--- src/rtl/spim_pkg.sv ---
package spim_pkg;
    localparam int WORD_W = 32;
    localparam int LEN_W  = $clog2(WORD_W);
    localparam int HDIV_W = 4;
    localparam int WAIT_W = 8;

    typedef enum logic [2:0] {
        ADR_CTRL = 3'd0,
        ADR_WAIT = 3'd1,
        ADR_TX   = 3'd2,
        ADR_RX   = 3'd3,
        ADR_STAT = 3'd4
    } adr_e;

    typedef enum logic [2:0] {
        ST_IDLE,
        ST_LEAD,
        ST_SHIFT,
        ST_TRAIL,
        ST_GAP
    } st_e;

    typedef struct packed {
        logic [HDIV_W-1:0] half_m1;
        logic              gap_mode;
        logic              auto_start;
        logic [LEN_W-1:0]  len_m1;
    } cfg_t;
endpackage

--- src/rtl/spim_fifo.sv ---
module spim_fifo #(
    parameter int W     = 32,
    parameter int DEPTH = 8
) (
    input  logic         clk,
    input  logic         rst_n,
    input  logic         push,
    input  logic [W-1:0] din,
    input  logic         pop,
    output logic [W-1:0] dout,
    output logic         full,
    output logic         empty
);
    localparam int AW = (DEPTH > 1) ? $clog2(DEPTH) : 1;
    localparam int CW = $clog2(DEPTH + 1);

    typedef struct packed {
        logic [DEPTH-1:0][W-1:0] mem;
        logic [AW-1:0]           wp;
        logic [AW-1:0]           rp;
        logic [CW-1:0]           cnt;
    } fifo_t;

    fifo_t q, d;
    logic  do_push, do_pop;

    assign full  = (q.cnt == CW'(DEPTH));
    assign empty = (q.cnt == '0);
    assign dout  = q.mem[q.rp];

    always_comb begin
        d       = q;
        do_push = push && !full;
        do_pop  = pop && !empty;
        if (do_push) begin
            d.mem[q.wp] = din;
            d.wp        = (q.wp == AW'(DEPTH - 1)) ? '0 : q.wp + 1'b1;
        end
        if (do_pop) begin
            d.rp = (q.rp == AW'(DEPTH - 1)) ? '0 : q.rp + 1'b1;
        end
        d.cnt = q.cnt + CW'(do_push) - CW'(do_pop);
    end

    always_ff @(posedge clk or negedge rst_n) begin
        if (!rst_n) q <= '0;
        else        q <= d;
    end
endmodule

--- src/rtl/spim_engine.sv ---
module spim_engine
    import spim_pkg::*;
(
    input  logic              clk,
    input  logic              rst_n,
    input  logic [LEN_W-1:0]  len_m1,
    input  logic [HDIV_W-1:0] half_m1,
    input  logic              gap_mode,
    input  logic [WAIT_W-1:0] wait_n,
    input  logic              go,
    input  logic              tx_valid,
    input  logic [WORD_W-1:0] tx_word,
    output logic              tx_pop,
    output logic              rx_push,
    output logic [WORD_W-1:0] rx_word,
    input  logic              miso,
    output logic              sclk,
    output logic              mosi,
    output logic              cs_n,
    output logic              busy
);
    typedef struct packed {
        st_e               st;
        logic [HDIV_W-1:0] div;
        logic              sclk;
        logic [LEN_W-1:0]  bitcnt;
        logic [WORD_W-1:0] tx_sh;
        logic [WORD_W-1:0] rx_sh;
        logic [WAIT_W:0]   cnt;
    } eng_t;

    eng_t             q, d;
    logic             tick, can_next;
    logic [LEN_W-1:0] shamt;

    assign sclk    = q.sclk;
    assign mosi    = q.tx_sh[WORD_W-1];
    assign cs_n    = (q.st == ST_IDLE) || (q.st == ST_GAP);
    assign busy    = (q.st != ST_IDLE);
    assign rx_word = q.rx_sh;

    always_comb begin
        d        = q;
        tx_pop   = 1'b0;
        rx_push  = 1'b0;
        tick     = (q.st != ST_IDLE) && (q.div == half_m1);
        can_next = go && tx_valid;
        // align the burst so its top bit sits at the shift-out end
        shamt    = LEN_W'(WORD_W - 1) - len_m1;
        if (q.st != ST_IDLE) d.div = tick ? '0 : q.div + 1'b1;
        case (q.st)
            ST_IDLE: begin
                if (can_next) begin
                    tx_pop   = 1'b1;
                    d.st     = ST_LEAD;
                    d.div    = '0;
                    d.tx_sh  = tx_word << shamt;
                    d.rx_sh  = '0;
                    d.bitcnt = '0;
                    d.cnt    = '0;
                end
            end
            ST_LEAD: begin
                if (tick) d.st = ST_SHIFT;
            end
            ST_SHIFT: begin
                if (tick) begin
                    if (!q.sclk) begin
                        d.sclk  = 1'b1;
                        d.rx_sh = {q.rx_sh[WORD_W-2:0], miso};
                    end else begin
                        d.sclk = 1'b0;
                        if (q.bitcnt == len_m1) begin
                            rx_push = 1'b1;
                            if (!gap_mode && can_next) begin
                                tx_pop   = 1'b1;
                                d.tx_sh  = tx_word << shamt;
                                d.rx_sh  = '0;
                                d.bitcnt = '0;
                            end else begin
                                d.st  = ST_TRAIL;
                                d.cnt = '0;
                            end
                        end else begin
                            d.bitcnt = q.bitcnt + 1'b1;
                            d.tx_sh  = {q.tx_sh[WORD_W-2:0], 1'b0};
                        end
                    end
                end
            end
            ST_TRAIL: begin
                if (tick) begin
                    if (q.cnt[0]) begin
                        d.cnt = '0;
                        d.st  = (gap_mode && can_next) ? ST_GAP : ST_IDLE;
                    end else begin
                        d.cnt = q.cnt + 1'b1;
                    end
                end
            end
            ST_GAP: begin
                if (!tx_valid) begin
                    d.st = ST_IDLE;
                end else if (q.cnt == {wait_n, 1'b0}) begin
                    tx_pop   = 1'b1;
                    d.st     = ST_LEAD;
                    d.div    = '0;
                    d.tx_sh  = tx_word << shamt;
                    d.rx_sh  = '0;
                    d.bitcnt = '0;
                    d.cnt    = '0;
                end else if (tick) begin
                    d.cnt = q.cnt + 1'b1;
                end
            end
            default: d.st = ST_IDLE;
        endcase
    end

    always_ff @(posedge clk or negedge rst_n) begin
        if (!rst_n) q <= '0;
        else        q <= d;
    end
endmodule

--- src/rtl/spim_top.sv ---
module spim_top
    import spim_pkg::*;
#(
    parameter int FIFO_DEPTH = 8
) (
    input  logic              clk,
    input  logic              rst_n,
    input  logic              reg_wr,
    input  logic              reg_rd,
    input  logic [2:0]        reg_addr,
    input  logic [WORD_W-1:0] reg_wdata,
    output logic [WORD_W-1:0] reg_rdata,
    output logic              sclk,
    output logic              mosi,
    input  logic              miso,
    output logic              cs_n
);
    localparam int B_AUTO = LEN_W;
    localparam int B_GAP  = LEN_W + 1;
    localparam int B_XCH  = LEN_W + 2;
    localparam int B_HDIV = LEN_W + 3;
    localparam int B_OVF  = 3;

    typedef struct packed {
        cfg_t              cfg;
        logic [WAIT_W-1:0] wait_n;
        logic              xch;
        logic              ovf;
    } reg_t;

    reg_t              q, d;
    logic              tx_push, tx_pop, tx_full, tx_empty;
    logic              rx_push, rx_pop, rx_full, rx_empty;
    logic [WORD_W-1:0] tx_head, rx_head, rx_word;
    logic              busy, ovf_clr, wr_ctrl, wr_wait;

    assign wr_ctrl = reg_wr && (reg_addr == ADR_CTRL);
    assign wr_wait = reg_wr && (reg_addr == ADR_WAIT);
    assign ovf_clr = reg_wr && (reg_addr == ADR_STAT) && reg_wdata[B_OVF];
    assign tx_push = reg_wr && (reg_addr == ADR_TX) && !tx_full;
    assign rx_pop  = reg_rd && (reg_addr == ADR_RX) && !rx_empty;

    spim_fifo #(.W(WORD_W), .DEPTH(FIFO_DEPTH)) u_txq (
        .clk(clk), .rst_n(rst_n), .push(tx_push), .din(reg_wdata),
        .pop(tx_pop), .dout(tx_head), .full(tx_full), .empty(tx_empty)
    );

    spim_fifo #(.W(WORD_W), .DEPTH(FIFO_DEPTH)) u_rxq (
        .clk(clk), .rst_n(rst_n), .push(rx_push), .din(rx_word),
        .pop(rx_pop), .dout(rx_head), .full(rx_full), .empty(rx_empty)
    );

    spim_engine u_eng (
        .clk(clk), .rst_n(rst_n),
        .len_m1(q.cfg.len_m1), .half_m1(q.cfg.half_m1),
        .gap_mode(q.cfg.gap_mode), .wait_n(q.wait_n),
        .go(q.cfg.auto_start || q.xch),
        .tx_valid(!tx_empty), .tx_word(tx_head), .tx_pop(tx_pop),
        .rx_push(rx_push), .rx_word(rx_word),
        .miso(miso), .sclk(sclk), .mosi(mosi), .cs_n(cs_n), .busy(busy)
    );

    always_comb begin
        d = q;
        // exchange completes once the queue is empty and the engine is idle
        if (q.xch && !busy && tx_empty) d.xch = 1'b0;
        if (wr_ctrl) begin
            d.cfg.len_m1     = reg_wdata[LEN_W-1:0];
            d.cfg.auto_start = reg_wdata[B_AUTO];
            d.cfg.gap_mode   = reg_wdata[B_GAP];
            d.cfg.half_m1    = reg_wdata[B_HDIV +: HDIV_W];
            if (reg_wdata[B_XCH]) d.xch = 1'b1;
        end
        if (wr_wait) d.wait_n = reg_wdata[WAIT_W-1:0];
        if (ovf_clr) d.ovf = 1'b0;
        if (rx_push && rx_full) d.ovf = 1'b1;
    end

    always_ff @(posedge clk or negedge rst_n) begin
        if (!rst_n) q <= '0;
        else        q <= d;
    end

    always_comb begin
        case (reg_addr)
            ADR_CTRL: reg_rdata = WORD_W'({q.cfg.half_m1, q.xch, q.cfg.gap_mode,
                                           q.cfg.auto_start, q.cfg.len_m1});
            ADR_WAIT: reg_rdata = WORD_W'(q.wait_n);
            ADR_RX:   reg_rdata = rx_head;
            ADR_STAT: reg_rdata = WORD_W'({!rx_empty, q.ovf, tx_full, tx_empty, busy});
            default:  reg_rdata = '0;
        endcase
    end
endmodule

--- config.mk ---
export PLATFORM = sky130hd
export DESIGN_NAME = spim_top
export DESIGN_NICKNAME = d
export VERILOG_FILES = /design/src/rtl/spim_pkg.sv /design/src/rtl/spim_fifo.sv /design/src/rtl/spim_engine.sv /design/src/rtl/spim_top.sv
export SDC_FILE = /design/constraint.sdc
export NUM_CORES = 1
export LEC_CHECK = 0
export ABC_AREA = 1
export BUFFER_PORTS_ARGS = -buffer_cell sky130_fd_sc_hd__buf_2
export CORE_ASPECT_RATIO = 1.5
export CORE_MARGIN = 5
export CORE_UTILIZATION = 35
export CTS_BUF_LIST = sky130_fd_sc_hd__clkbuf_4 sky130_fd_sc_hd__clkbuf_8 sky130_fd_sc_hd__clkbuf_16
export DETAILED_ROUTE_END_ITERATION = 12
export HOLD_SLACK_MARGIN = 0.06
export MAX_ROUTING_LAYER = met4
export PLACE_DENSITY_LB_ADDON = 0.05
export SETUP_SLACK_MARGIN = 0.3
export SYNTH_ARGS = -nofsm -noshare
export SYNTH_HDL_FRONTEND = slang
export SYNTH_SLANG_ARGS = --single-unit
--- constraint.sdc ---
create_clock -name clk -period 4.9 [get_ports clk]
set_clock_uncertainty 0.2 [all_clocks]
set_input_delay 0 -clock clk [delete_from_list [all_inputs] [get_ports clk]]
set_output_delay 0 -clock clk [all_outputs]
set_load 0.05 [all_outputs]
==> flow_metrics.py <==
metrics = {
    "status": {
        "status": "complete, no violations",
    },
    "placement": {
        "place_hpwl_mm": 63.31,
        "place_congestion": 0.8570,
        "place_area_mm2": 0.03281,
        "io_buffers": 74,
    },
    "synth": {
        "synthMuxAreaShare": 0,
        "yosys_warnings": 0,
        "synth.ff_latch_count": 639,
        "seq_area_frac_synth": 0.5060,
        "synth_xor_area_frac": 0.005266,
        "syn_area_mm2": 0.03160,
        "postSynth.asyncResetShare": 1.000,
        "synth.top_cell.area_share": 0.5060,
        "synth_common_cells": "nand2_1 (959), dfrtp_1 (639), o21ai_0 (606), nand3_1 (420), inv_1 (344)",
        "synth_top_family_by_area": "simple AND/OR/NAND/NOR gates",
        "synth_cell_types": 53,
        "synth_area_leaders": "dfrtp_1 (51%), nand2_1 (11%), o21ai_0 (9.6%), nand3_1 (6.7%), inv_1 (4.1%)",
        "syn_nets": 4016,
        "synthSimpleGateAreaFrac": 0.2232,
        "yosysTopAreaCell": "dfrtp_1",
        "syn_area_per_cell_um2": 8.000,
        "synth-edff-count": 0,
        "synth_cells": 3950,
        "synthFlopType": "dfrtp_1",
        "yosys.area_share.adder": 0.01077,
        "synth_most_common_cell": "nand2_1",
        "synth_compound_area_frac": 0.1745,
    },
    "finish": {
        "drive_gt1_frac": 0.07664,
        "final_area_mm2": 0.03569,
        "num_antenna_cells": 0,
        "fin_util": 0.3965,
        "multi_input_area_mm2": 0.01311,
        "seq_area_mm2": 0.01600,
        "num-fill-cells": 9413,
        "areaGrowthSynthToFinish_pct": 12.95,
        "nNetsFinal": 4020,
    },
    "routing": {
        "drc": 0,
        "wl_met3_mm": 2.918,
        "drt_iter0_drc": 1658,
        "top_layer": "met4",
        "via_count": 26320,
        "first_pass_iters": 6,
        "drt-met1-wl_mm": 43.39,
        "met2_length_mm": 53.88,
        "antenna_left": 0,
        "routed_wl_mm": 102.9,
        "wire_per_inst_um": 19.91,
        "vias_per_cell": 5.091,
    },
    "clock_network": {
        "worstSkewPairLatency_ps": 640,
        "clockBufferDepth": 3,
        "clk_pin_slew_worst_paths_ps": 60,
        "cts_tree": "built",
        "htreeDepth": 3,
        "cts_sinks": 639,
        "cts_hold_buf": 49,
        "clock_tree.root_cell": "clkbuf_16",
        "cts_resized": 0,
        "cts_setup_buffers": 0,
        "cts_buffers": 71,
    },
    "worst_setup_path": {
        "worstSetupPathType": "register to primary output",
        "crit_chain": "buf_4 > a21oi_1 > o21ai_0 > nand3_1 > nand3_1 > o2111ai_1 > buf_2",
        "crit_family": "buffers and inverters",
        "r2r-end": "u_eng.q[63]",
        "cp.arrival_ps": 3580,
        "critical-path-max-stage-delay_ps": 840,
        "setup.worst_path.end_class": "primary output",
        "cp.required_ps": 4700,
        "r2r_setup_slack_ps": 1340,
        "critPathSlowestCell": "buf_4",
        "path_common_cell": "nand3_1",
        "timing.rr.start": "u_txq.q[4]",
        "start_kind": "register",
        "crit_fanout": 86,
        "rr_worst_depth": 16,
        "cp.buffers_inverters": 2,
    },
    "power": {
        "combPwrFrac": 0.371,
        "p_int_w": 0.01185,
        "power.switching_w": 0.008210,
        "p_clk_frac": 0.277,
        "leakagePower_nw": 16.47,
        "swShare": 0.4093,
        "p_seq_frac": 0.352,
        "ir_drop_v": 0.0003262,
        "p_per_area_mw_per_mm2": 562.0,
    },
    "sta": {
        "slew_headroom": 0.2023,
        "max_freq_mhz": 264.6,
        "tightest_slew_ps": 1197,
        "rsz0062_at_grt": "false",
        "hold_viol": 0,
        "slew_violations": 0,
        "period_minus_slack_ps": 3780,
        "setup_viol": 0,
        "fin_crit_sh": 0.7714,
        "finalSetupTns_ps": 0,
    },
    "floorplanning": {
        "die-height_um": 378.0,
        "io_pins": 75,
        "initial_core_util": 0.3510,
        "core-area_mm2": 0.09003,
        "fp.dieW_um": 255.3,
        "die_area_mm2": 0.09652,
        "placementRows": 135,
    },
    "job": {
        "cap_violations": 0,
    },
    "global_route": {
        "antenna_found_initial": 0,
        "grt_overflow": 0,
        "grt_usage": 0.2189,
        "grt_pass1_wl_mm": 161.7,
        "grt_pass1_vias": 26580,
        "grt_max_degree": 114,
    },
    "worst_hold_path": {
        "min_to": "u_txq.q[258]",
        "hold_path_class": "input pin to register",
        "hold_start": "reg_wdata[24]",
        "holdPathStages": 4,
    },
}
[layout by cell type, fill, tap and decap left out, drive strengths merged, types with 3 or more instances in the layout]
cell type and instances:
a211oi 3, a21oi 140, a22oi 6, a31oi 21, a32o 4, buf 131
clkbuf 112, clkinv 11, dfrtp 639, dlygate4sd3 48, ha 24, inv 356
nand2 965, nand3 420, nand3b 4, nand4 9, nor2 236, nor3 13
nor4 3, o2111ai 3, o211ai 7, o21a 132, o21ai 675, o221ai 3
o22ai 7, xnor2 10, xor2 9
[metal layers]
metal | up-vias | track usage
li1 | 12980 | -
met1 | 12790 | 0.2553
met2 | 414 | 0.3994
met3 | 143 | 0.02321
met4 | 0 | 0.06766
met5 | - | -
[power groups by stage]
stage | Combinational [W] | Sequential [W] | Clock [W]
global placement | 0.00752 | 0.00714 | 0
CTS | 0.00760 | 0.00706 | 0.00574
floorplan | 0.00531 | 0.00688 | 0
global route | 0.00846 | 0.00719 | 0.00594
finish | 0.00744 | 0.00706 | 0.00556
detailed placement | 0.00755 | 0.00714 | 0
[layout make-up]
| type | instances | area share |
|---|---|---|
| clock buffers | 112 | 0.06299 |
| repair buffers | 179 | 0.03912 |
| inverters | 358 | 0.03779 |
| flip-flops and latches | 639 | 0.4483 |
| multi-input cells | 2705 | 0.3673 |
| clock inverters | 13 | 0.003681 |
| well taps | 1164 | 0.04080 |
[worst max-delay path by stage]
stage,from,to,slack [ps],depth (start not counted)
final,u_rxq.q[4],reg_rdata[2],1120,7
after global routing,u_rxq.q[4],reg_rdata[2],920,7
after CTS,u_rxq.q[4],reg_rdata[2],980,6
after detailed placement,u_txq.q[4],u_eng.q[63],1310,16
after global placement,u_txq.q[4],u_eng.q[63],1320,16
after floorplan,u_txq.q[2],u_txq.q[2],1800,16
[cell families (layout without fill, tap and decap cells)]
group,after synthesis,after routing
AO/OA/AOI/OAI,1006,1006
XOR/XNOR,19,19
adder cells (fa/ha/maj),26,26
buffers and inverters,606,662
flip-flops,639,639
AND/OR/NAND/NOR,1654,1654
[stage by stage]
| stage | hold slack [ps] | total power [W] | worst slack (ps) | cells |
|---|---|---|---|---|
| 2_1_floorplan | -495.6 | 0.01219 | 1797 | 3950 |
| 5_1_grt | 109.4 | 0.02158 | 918.5 | 5170 |
| 3_5_place_dp | -95.67 | 0.01469 | 1314 | 4996 |
| 6_report | 92.46 | 0.02006 | 1120 | 5170 |
| 4_1_cts | 63.11 | 0.02040 | 981.1 | 5170 |
| 3_3_place_gp | -90.19 | 0.01467 | 1315 | 4996 |
[worst reg2reg max path, stage by stage (launching register included)]
cell	delay [ps]
dfrtp_4	410
buf_4	540
buf_4	820
nor2_1	220
nor2_1	110
nand2_1	60
nand3_1	130
nand3_1	180
nand3_1	160
nand3_1	70
nand2_1	200
nand3_1	120
nand2_1	90
inv_1	40
nand2_1	50
nand2_1	50
nand2_1	50
[sequential cells by signal, summed over array words and instances (netlist names)]
signal and flops:
u_eng.mosi 1, q 21, u_txq.q 266, u_eng.q 52, u_rxq.q 266, u_eng.sclk 1
u_eng.rx_word 32
No activity file was read; power rests on OpenSTA's default activity.
